[src/rtl/lcd_tg_pkg.sv]
package lcd_tg_pkg;
  localparam int NUM_WORDS = 6;
  localparam int W_CLK     = 0;
  localparam int W_SYNC    = 1;
  localparam int W_VPORCH  = 2;
  localparam int W_HPORCH  = 3;
  localparam int W_ACTIVE  = 4;
  localparam int W_OUT     = 5;

  typedef enum logic [1:0] {
    FMT_444 = 2'd0,
    FMT_565 = 2'd1,
    FMT_666 = 2'd2,
    FMT_888 = 2'd3
  } out_fmt_e;

  function automatic logic [23:0] fmt_mask(input out_fmt_e fmt);
    logic [23:0] m;
    case (fmt)
      FMT_444: m = 24'hF0F0F0;
      FMT_565: m = 24'hF8FCF8;
      FMT_666: m = 24'hFCFCFC;
      default: m = 24'hFFFFFF;
    endcase
    return m;
  endfunction
endpackage

[src/rtl/lcd_tg_cfg.sv]
module lcd_tg_cfg
  import lcd_tg_pkg::*;
#(
  parameter int FW    = 16,
  parameter int DIV_W = 8
) (
  input  logic             clk,
  input  logic             rst_n,
  input  logic             wr_en,
  input  logic [2:0]       wr_addr,
  input  logic [31:0]      wr_data,
  input  logic             load,
  output logic             clk_dbl,
  output logic [DIV_W-1:0] div_raw,
  output logic [FW-1:0]    hsync_m1,
  output logic [FW-1:0]    vsync_m1,
  output logic [FW-1:0]    vfp_m1,
  output logic [FW-1:0]    vbp,
  output logic [FW-1:0]    hfp_m1,
  output logic [FW-1:0]    hbp_m1,
  output logic [FW-1:0]    width_m1,
  output logic [FW-1:0]    height_m1,
  output logic             hpol,
  output logic             vpol,
  output out_fmt_e         fmt
);
  logic [31:0] stage  [NUM_WORDS];
  logic [31:0] active [NUM_WORDS];

  for (genvar i = 0; i < NUM_WORDS; i++) begin : g_word
    always_ff @(posedge clk or negedge rst_n) begin
      if (!rst_n) begin
        stage[i]  <= '0;
        active[i] <= '0;
      end else begin
        if (load) active[i] <= stage[i];
        if (wr_en && (32'(wr_addr) == i)) stage[i] <= wr_data;
      end
    end
  end

  assign clk_dbl   = active[W_CLK][0];
  assign div_raw   = active[W_CLK][8 +: DIV_W];
  assign hsync_m1  = active[W_SYNC][0 +: FW];
  assign vsync_m1  = active[W_SYNC][16 +: FW];
  assign vfp_m1    = active[W_VPORCH][0 +: FW];
  assign vbp       = active[W_VPORCH][16 +: FW];
  assign hfp_m1    = active[W_HPORCH][0 +: FW];
  assign hbp_m1    = active[W_HPORCH][16 +: FW];
  assign width_m1  = active[W_ACTIVE][0 +: FW];
  assign height_m1 = active[W_ACTIVE][16 +: FW];
  assign hpol      = active[W_OUT][0];
  assign vpol      = active[W_OUT][1];
  assign fmt       = out_fmt_e'(active[W_OUT][9:8]);
endmodule

[src/rtl/lcd_tg_pixdiv.sv]
module lcd_tg_pixdiv #(
  parameter int DIV_W = 8
) (
  input  logic             clk,
  input  logic             rst_n,
  input  logic             dbl,
  input  logic [DIV_W-1:0] div_raw,
  input  logic             restart,
  output logic             tick
);
  localparam int AW = DIV_W + 1;
  logic [AW-1:0] acc, sum, div_eff;

  assign div_eff = (div_raw < DIV_W'(2)) ? AW'(2) : {1'b0, div_raw};
  assign sum     = acc + (dbl ? AW'(2) : AW'(1));
  assign tick    = (sum >= div_eff);

  always_ff @(posedge clk or negedge rst_n) begin
    if (!rst_n)       acc <= '0;
    else if (restart) acc <= '0;
    else if (tick)    acc <= sum - div_eff;
    else              acc <= sum;
  end
endmodule

[src/rtl/lcd_tg_axis.sv]
module lcd_tg_axis #(
  parameter int CW = 18
) (
  input  logic          clk,
  input  logic          rst_n,
  input  logic          step,
  input  logic [CW-1:0] act_len,
  input  logic [CW-1:0] fp_len,
  input  logic [CW-1:0] sync_len,
  input  logic [CW-1:0] bp_len,
  output logic [CW-1:0] pos,
  output logic          in_act,
  output logic          in_sync,
  output logic          at_end
);
  logic [CW-1:0] sync_start, sync_stop, total;

  assign sync_start = act_len + fp_len;
  assign sync_stop  = sync_start + sync_len;
  assign total      = sync_stop + bp_len;
  assign in_act     = (pos < act_len);
  assign in_sync    = (pos >= sync_start) && (pos < sync_stop);
  assign at_end     = (pos >= total - CW'(1));

  always_ff @(posedge clk or negedge rst_n) begin
    if (!rst_n)    pos <= '0;
    else if (step) pos <= at_end ? '0 : pos + CW'(1);
  end
endmodule

[src/rtl/lcd_tg_out.sv]
module lcd_tg_out
  import lcd_tg_pkg::*;
#(
  parameter int FW = 16
) (
  input  logic          clk,
  input  logic          rst_n,
  input  logic          tick,
  input  logic          act,
  input  logic          hs_raw,
  input  logic          vs_raw,
  input  logic          hpol,
  input  logic          vpol,
  input  out_fmt_e      fmt,
  input  logic [FW-1:0] col,
  input  logic [FW-1:0] row,
  input  logic          px_valid,
  input  logic [23:0]   px_data,
  output logic          pclk_en,
  output logic          hsync,
  output logic          vsync,
  output logic          de,
  output logic [FW-1:0] x,
  output logic [FW-1:0] y,
  output logic [23:0]   rgb
);
  always_ff @(posedge clk or negedge rst_n) begin
    if (!rst_n) begin
      pclk_en <= 1'b0;
      hsync   <= 1'b0;
      vsync   <= 1'b0;
      de      <= 1'b0;
      x       <= '0;
      y       <= '0;
      rgb     <= '0;
    end else begin
      pclk_en <= tick;
      if (tick) begin
        hsync <= hs_raw ^ hpol;
        vsync <= vs_raw ^ vpol;
        de    <= act;
        x     <= act ? col : '0;
        y     <= act ? row : '0;
        rgb   <= (act && px_valid) ? (px_data & fmt_mask(fmt)) : 24'h0;
      end
    end
  end
endmodule

[src/rtl/lcd_timing_gen.sv]
module lcd_timing_gen
  import lcd_tg_pkg::*;
#(
  parameter int FW    = 16,
  parameter int DIV_W = 8
) (
  input  logic          clk,
  input  logic          rst_n,
  input  logic          cfg_wr_en,
  input  logic [2:0]    cfg_wr_addr,
  input  logic [31:0]   cfg_wr_data,
  input  logic          pix_valid,
  output logic          pix_ready,
  input  logic [23:0]   pix_data,
  output logic          lcd_pclk_en,
  output logic          lcd_hsync,
  output logic          lcd_vsync,
  output logic          lcd_de,
  output logic [FW-1:0] lcd_x,
  output logic [FW-1:0] lcd_y,
  output logic [23:0]   lcd_rgb
);
  localparam int CW = FW + 2;

  logic             act_clk_dbl, hpol, vpol;
  logic [DIV_W-1:0] div_raw;
  logic [FW-1:0]    hsync_m1, vsync_m1, vfp_m1, vbp, hfp_m1, hbp_m1, width_m1, height_m1;
  out_fmt_e         fmt;
  logic             tick, frame_load;
  logic [CW-1:0]    hpos, vpos;
  logic             h_act, h_sync, h_end, v_act, v_sync, v_end;

  function automatic logic [CW-1:0] ext(input logic [FW-1:0] f, input logic bias);
    return {{(CW-FW){1'b0}}, f} + CW'(bias);
  endfunction

  assign frame_load = tick && h_end && v_end;

  lcd_tg_cfg #(.FW(FW), .DIV_W(DIV_W)) cfg_i (
    .clk(clk), .rst_n(rst_n), .wr_en(cfg_wr_en), .wr_addr(cfg_wr_addr),
    .wr_data(cfg_wr_data), .load(frame_load), .clk_dbl(act_clk_dbl),
    .div_raw(div_raw), .hsync_m1(hsync_m1), .vsync_m1(vsync_m1),
    .vfp_m1(vfp_m1), .vbp(vbp), .hfp_m1(hfp_m1), .hbp_m1(hbp_m1),
    .width_m1(width_m1), .height_m1(height_m1), .hpol(hpol), .vpol(vpol),
    .fmt(fmt)
  );

  lcd_tg_pixdiv #(.DIV_W(DIV_W)) div_i (
    .clk(clk), .rst_n(rst_n), .dbl(act_clk_dbl), .div_raw(div_raw),
    .restart(frame_load), .tick(tick)
  );

  lcd_tg_axis #(.CW(CW)) h_axis_i (
    .clk(clk), .rst_n(rst_n), .step(tick),
    .act_len(ext(width_m1, 1'b1)), .fp_len(ext(hfp_m1, 1'b1)),
    .sync_len(ext(hsync_m1, 1'b1)), .bp_len(ext(hbp_m1, 1'b1)),
    .pos(hpos), .in_act(h_act), .in_sync(h_sync), .at_end(h_end)
  );

  lcd_tg_axis #(.CW(CW)) v_axis_i (
    .clk(clk), .rst_n(rst_n), .step(tick && h_end),
    .act_len(ext(height_m1, 1'b1)), .fp_len(ext(vfp_m1, 1'b1)),
    .sync_len(ext(vsync_m1, 1'b1)), .bp_len(ext(vbp, 1'b0)),
    .pos(vpos), .in_act(v_act), .in_sync(v_sync), .at_end(v_end)
  );

  assign pix_ready = tick && h_act && v_act;

  lcd_tg_out #(.FW(FW)) out_i (
    .clk(clk), .rst_n(rst_n), .tick(tick), .act(h_act && v_act),
    .hs_raw(h_sync), .vs_raw(v_sync), .hpol(hpol), .vpol(vpol), .fmt(fmt),
    .col(hpos[FW-1:0]), .row(vpos[FW-1:0]), .px_valid(pix_valid),
    .px_data(pix_data), .pclk_en(lcd_pclk_en), .hsync(lcd_hsync),
    .vsync(lcd_vsync), .de(lcd_de), .x(lcd_x), .y(lcd_y), .rgb(lcd_rgb)
  );
endmodule

[config.mk]
export PLATFORM = sky130hd
export DESIGN_NAME = lcd_timing_gen
export DESIGN_NICKNAME = d
export VERILOG_FILES = /design/src/rtl/lcd_tg_pkg.sv /design/src/rtl/lcd_tg_cfg.sv /design/src/rtl/lcd_tg_pixdiv.sv /design/src/rtl/lcd_tg_axis.sv /design/src/rtl/lcd_tg_out.sv /design/src/rtl/lcd_timing_gen.sv
export SDC_FILE = /design/constraint.sdc
export NUM_CORES = 1
export LEC_CHECK = 0
export ABC_AREA = 0
export CAP_MARGIN = 20
export CORE_ASPECT_RATIO = 0.6
export CORE_UTILIZATION = 25
export CTS_CLUSTER_SIZE = 40
export DETAILED_ROUTE_END_ITERATION = 16
export PLACE_DENSITY = 0.37
export SLEW_MARGIN = 30
export SYNTH_ARGS = -nofsm -noshare
export SYNTH_HDL_FRONTEND = slang
export SYNTH_SLANG_ARGS = --single-unit
[constraint.sdc]
create_clock -name clk -period 12.9 [get_ports clk]
set_input_delay 1.29 -clock clk [delete_from_list [all_inputs] [get_ports clk]]
set_output_delay 1.29 -clock clk [all_outputs]
set_load 0.02 [all_outputs]
==> metrics.cfg <==
[outcome]
status = finished clean

[place]
dp.final_hpwl_um = 53710
place.gp.congestion = 0.8259
io_buffers = 123

[sta]
rsz0062_at_grt = false
period_minus_slack_ns = 9.060
finClkSkew_ns = 0.02950
fin_hold_ws_ns = 0.4756
min_period_over_period_pct = 70.23
setup_violations = 0
worst_pin_slew_ns = 0.9773
tns_ns = 0
relSlewSlack_pct = 34.85
hold_viol_final = 0
fmax_mhz = 110.4
report.final.slew_viol_count = 0

[synth]
ys_seq_area_share_pct = 40.89
ys_warn_count = 0
synth_ff_type = dfrtp_1
async_reset_ff_share_pct = 100.0
synth_cell_types = 73
ys_seq_elements = 387
synth_edf_count = 0
syn-num-nets = 2525
syn_area_sq_um = 23690
syn_avg_cell_area_sq_um = 10.82
synth_cells = 2190

[power]
seq_power_share_pct = 20.2
powerDensity_nw_per_um2 = 294.3
swShare_pct = 45.13
comb_power_share_pct = 63.7
internal-power_w = 0.004526
p_clk_share_pct = 16.1
p_sw_w = 0.003723
ir_drop_mv = 0.1807
p_leak_nw = 13.06

[global_route]
grt_pass1_wl_um = 111800
grt_remaining_overflow = 0
grt_usage_pct = 15.50
grt_max_degree = 145
grt_pass1_vias = 17141
grt_antenna_before_repair = 5

[clocking]
cts_setup_buffers = 0
cts_hold_buf = 0
clk_latency_ns = 0.61
post_cts_resize_count = 0
htreeDepth = 2
root_buffer = clkbuf_16
cts_tree = done
cts_made_buffers = 45
cts_sinks = 387
clk_path_buf_depth = 3
cts.clk_slew.worst_paths_ns = 0.06

[setup_path]
rr_endpoint = cfg_i.hbp_m1[5]
max_stage_delay_ns = 0.71
endpoint = cfg_i.hbp_m1[5]
cp-start-kind = flop
worstSetupPathType = flop to flop
critPathMaxFanout = 110
cp.arrival_ns = 9.53
startpoint = cfg_i.width_m1[0]
critical_path.slowest_cell = and2_4
r2r_start = cfg_i.width_m1[0]
r2r_cells = 29
r2r_slack_ns = 3.84
required_ns = 13.37
critPathMostFrequentCell = ha_1
end_kind = flop

[floorplan]
rows = 87
ioPinCount = 124
die_h_um = 240.4
core_area_sq_um = 93940
start_util_pct = 25.21
die-area_sq_um = 96020
dieWidth_um = 399.4

[drt]
drt_pass1_iterations = 5
drt_iter0_markers = 1113
ant_nets = 0
totalWireLength_um = 72710
wl_per_cell_um = 20.11
dr_total_vias = 16688
remaining_drc_errors = 0
routed_via_density = 4.615

[cells_and_area]
syn_to_final_growth_pct = 18.32
regArea_sq_um = 9684
multiInputGateArea_sq_um = 13040
drive_above_1_share_pct = 16.68
nFillCells = 9617
layout.nets = 2667

[hold_path]
worst_hold_path_type = flop to flop

[run]
max_cap_viol_count = 0

-- logic make-up (layout without fill, tap and decap cells) --
| group | count (synthesis) | in the layout | synth area share, % |
|---|---|---|---|
| AND/OR/NAND/NOR | 451 | 451 | 9.598 |
| AO/OA/AOI/OAI | 418 | 418 | 12.04 |
| flip-flops | 387 | 387 | 40.89 |
| adder cells (fa/ha/maj) | 275 | 275 | 14.75 |
| multiplexers | 263 | 263 | 13.04 |
| buffers and inverters | 247 | 425 | 4.173 |
| XOR/XNOR | 149 | 149 | 5.510 |
| other | 0 | 2 | 0 |
-- worst max-delay path: cells and delay by family, from the launching register on --
| family | cells | cell delay (ns) |
|---|---|---|
| AOI/OAI and AO/OA | 9 | 2.38 |
| buffers and inverters | 2 | 0.66 |
| xor gates and xnor gates | 3 | 0.63 |
| adders and majority gates | 5 | 1.50 |
| and+or+nand+nor | 8 | 2.63 |
| muxes | 2 | 0.57 |
| DFF | 1 | 0.44 |
-- layout make-up --
| type | instances | share of cell area (%) |
|---|---|---|
| diodes | 2 | 0.01786 |
| clock buffers | 59 | 4.527 |
| clock inverters | 24 | 0.8527 |
| inverters | 186 | 2.491 |
| multi-input cells | 1556 | 46.52 |
| flip-flops and latches | 387 | 34.56 |
| well taps | 1246 | 5.563 |
| repair buffers | 156 | 5.469 |
-- how the worst min path moves through the flow --
stage,start,endpoint,cells after the start
6_report,out_i.de,out_i.de,1
5_1_grt,out_i.de,out_i.de,1
4_1_cts,out_i.de,out_i.de,1
3_5_place_dp,out_i.de,out_i.de,1
3_3_place_gp,out_i.de,out_i.de,1
2_1_floorplan,cfg_i.stage[81],cfg_i.hbp_m1[1],2
-- state kept, by name, indices dropped and copies added (netlist names), 16 cells and up --
register / count
out_i.rgb: 24
cfg_i.vfp_m1: 16
cfg_i.vsync_m1: 16
cfg_i.height_m1: 16
cfg_i.hfp_m1: 16
v_axis_i.pos: 18
cfg_i.hsync_m1: 16
cfg_i.hbp_m1: 16
out_i.y: 16
h_axis_i.pos: 18
cfg_i.vbp: 16
cfg_i.stage: 141
cfg_i.width_m1: 16
out_i.x: 16
-- power by group through the flow --
| stage | clock network [W] | logic (W) | registers, W |
|---|---|---|---|
| after global routing | 0.00143 | 0.00599 | 0.00171 |
| after global placement | 0 | 0.00513 | 0.00168 |
| after floorplan | 0 | 0.00387 | 0.00166 |
| after CTS | 0.00138 | 0.00526 | 0.00167 |
| final | 0.00133 | 0.00526 | 0.00167 |
| after detailed placement | 0 | 0.00520 | 0.00169 |
-- metal layers --
metal	share of wire, %	GRT usage [%]	wire, um
met5	0	0	0
met4	1.8	3.354	1332
met3	5.2	3.172	3761
met2	37	20.24	26910
met1	56	25.09	40710
-- cell usage after synthesis, drive strengths merged (3+ instances only) --
master	instances	share of area, %
o21a	41	1.3
nand3	74	1.6
nand3b	3	0.095
a221oi	5	0.18
buf	26	0.67
nand4	12	0.32
nor4b	3	0.11
and2	12	0.32
nor2	107	1.7
nor4	9	0.24
maj3	3	0.13
a2111oi	4	0.25
a22o	58	2.1
nor2b	28	0.74
and3	24	0.63
dfrtp	387	41
o31a	6	0.22
o2111ai	11	0.41
a211oi	9	0.29
mux2	260	13
nand2b	27	0.71
fa	8	0.68
nor3b	3	0.095
a21oi	82	1.7
nor3	28	0.59
xnor2	78	2.9
clkbuf	35	0.56
and4	10	0.37
xor2	71	2.6
a31oi	9	0.24
nand2	86	1.4
inv	186	2.9
o21bai	8	0.25
or3	7	0.18
ha	264	14
a21o	50	1.6
or2	10	0.26
o31ai	5	0.16
a21boi	6	0.19
o21ai	95	2.0
o211ai	8	0.25
mux2i	3	0.13
-- through the flow --
| stage | cell area (sq um) | setup slack, ns | utilization, % | std cells | power [W] |
|---|---|---|---|---|---|
| 2_1_floorplan | 23690 | 5.809 | - | 2190 | 0.005537 |
| 3_3_place_gp | 26480 | 4.018 | 28.19 | 3530 | 0.006811 |
| 3_5_place_dp | 26480 | 3.931 | 28.19 | 3530 | 0.006890 |
| 4_1_cts | 27990 | 3.874 | 29.79 | 3613 | 0.008313 |
| 5_1_grt | 28020 | 3.211 | 29.83 | 3614 | 0.009126 |
| 6_report | 28030 | 3.840 | 29.83 | 3616 | 0.008249 |
-- placed cells by master, fill, tap and decap left out, drive strengths merged, types with 7 or more instances in the layout --
cell,netlist,final
nand2b,27,27
nand4,12,12
nor2b,28,28
and4,10,10
a21o,50,50
or3,7,7
or2,10,10
a211oi,9,9
dfrtp,387,387
fa,8,8
nand2,86,86
and2,12,12
clkinv,0,16
inv,186,187
nand3,74,74
nor2,107,107
clkbuf,35,59
nor3,28,28
nor4,9,9
o21bai,8,8
xor2,71,71
o211ai,8,8
and3,24,24
o21a,41,41
o2111ai,11,11
a31oi,9,9
buf,26,34
xnor2,78,78
a21oi,82,82
mux2,260,260
a22o,58,58
ha,264,264
clkdlybuf4s50,0,122
o21ai,95,95
(Power assumes the default switching activity.)
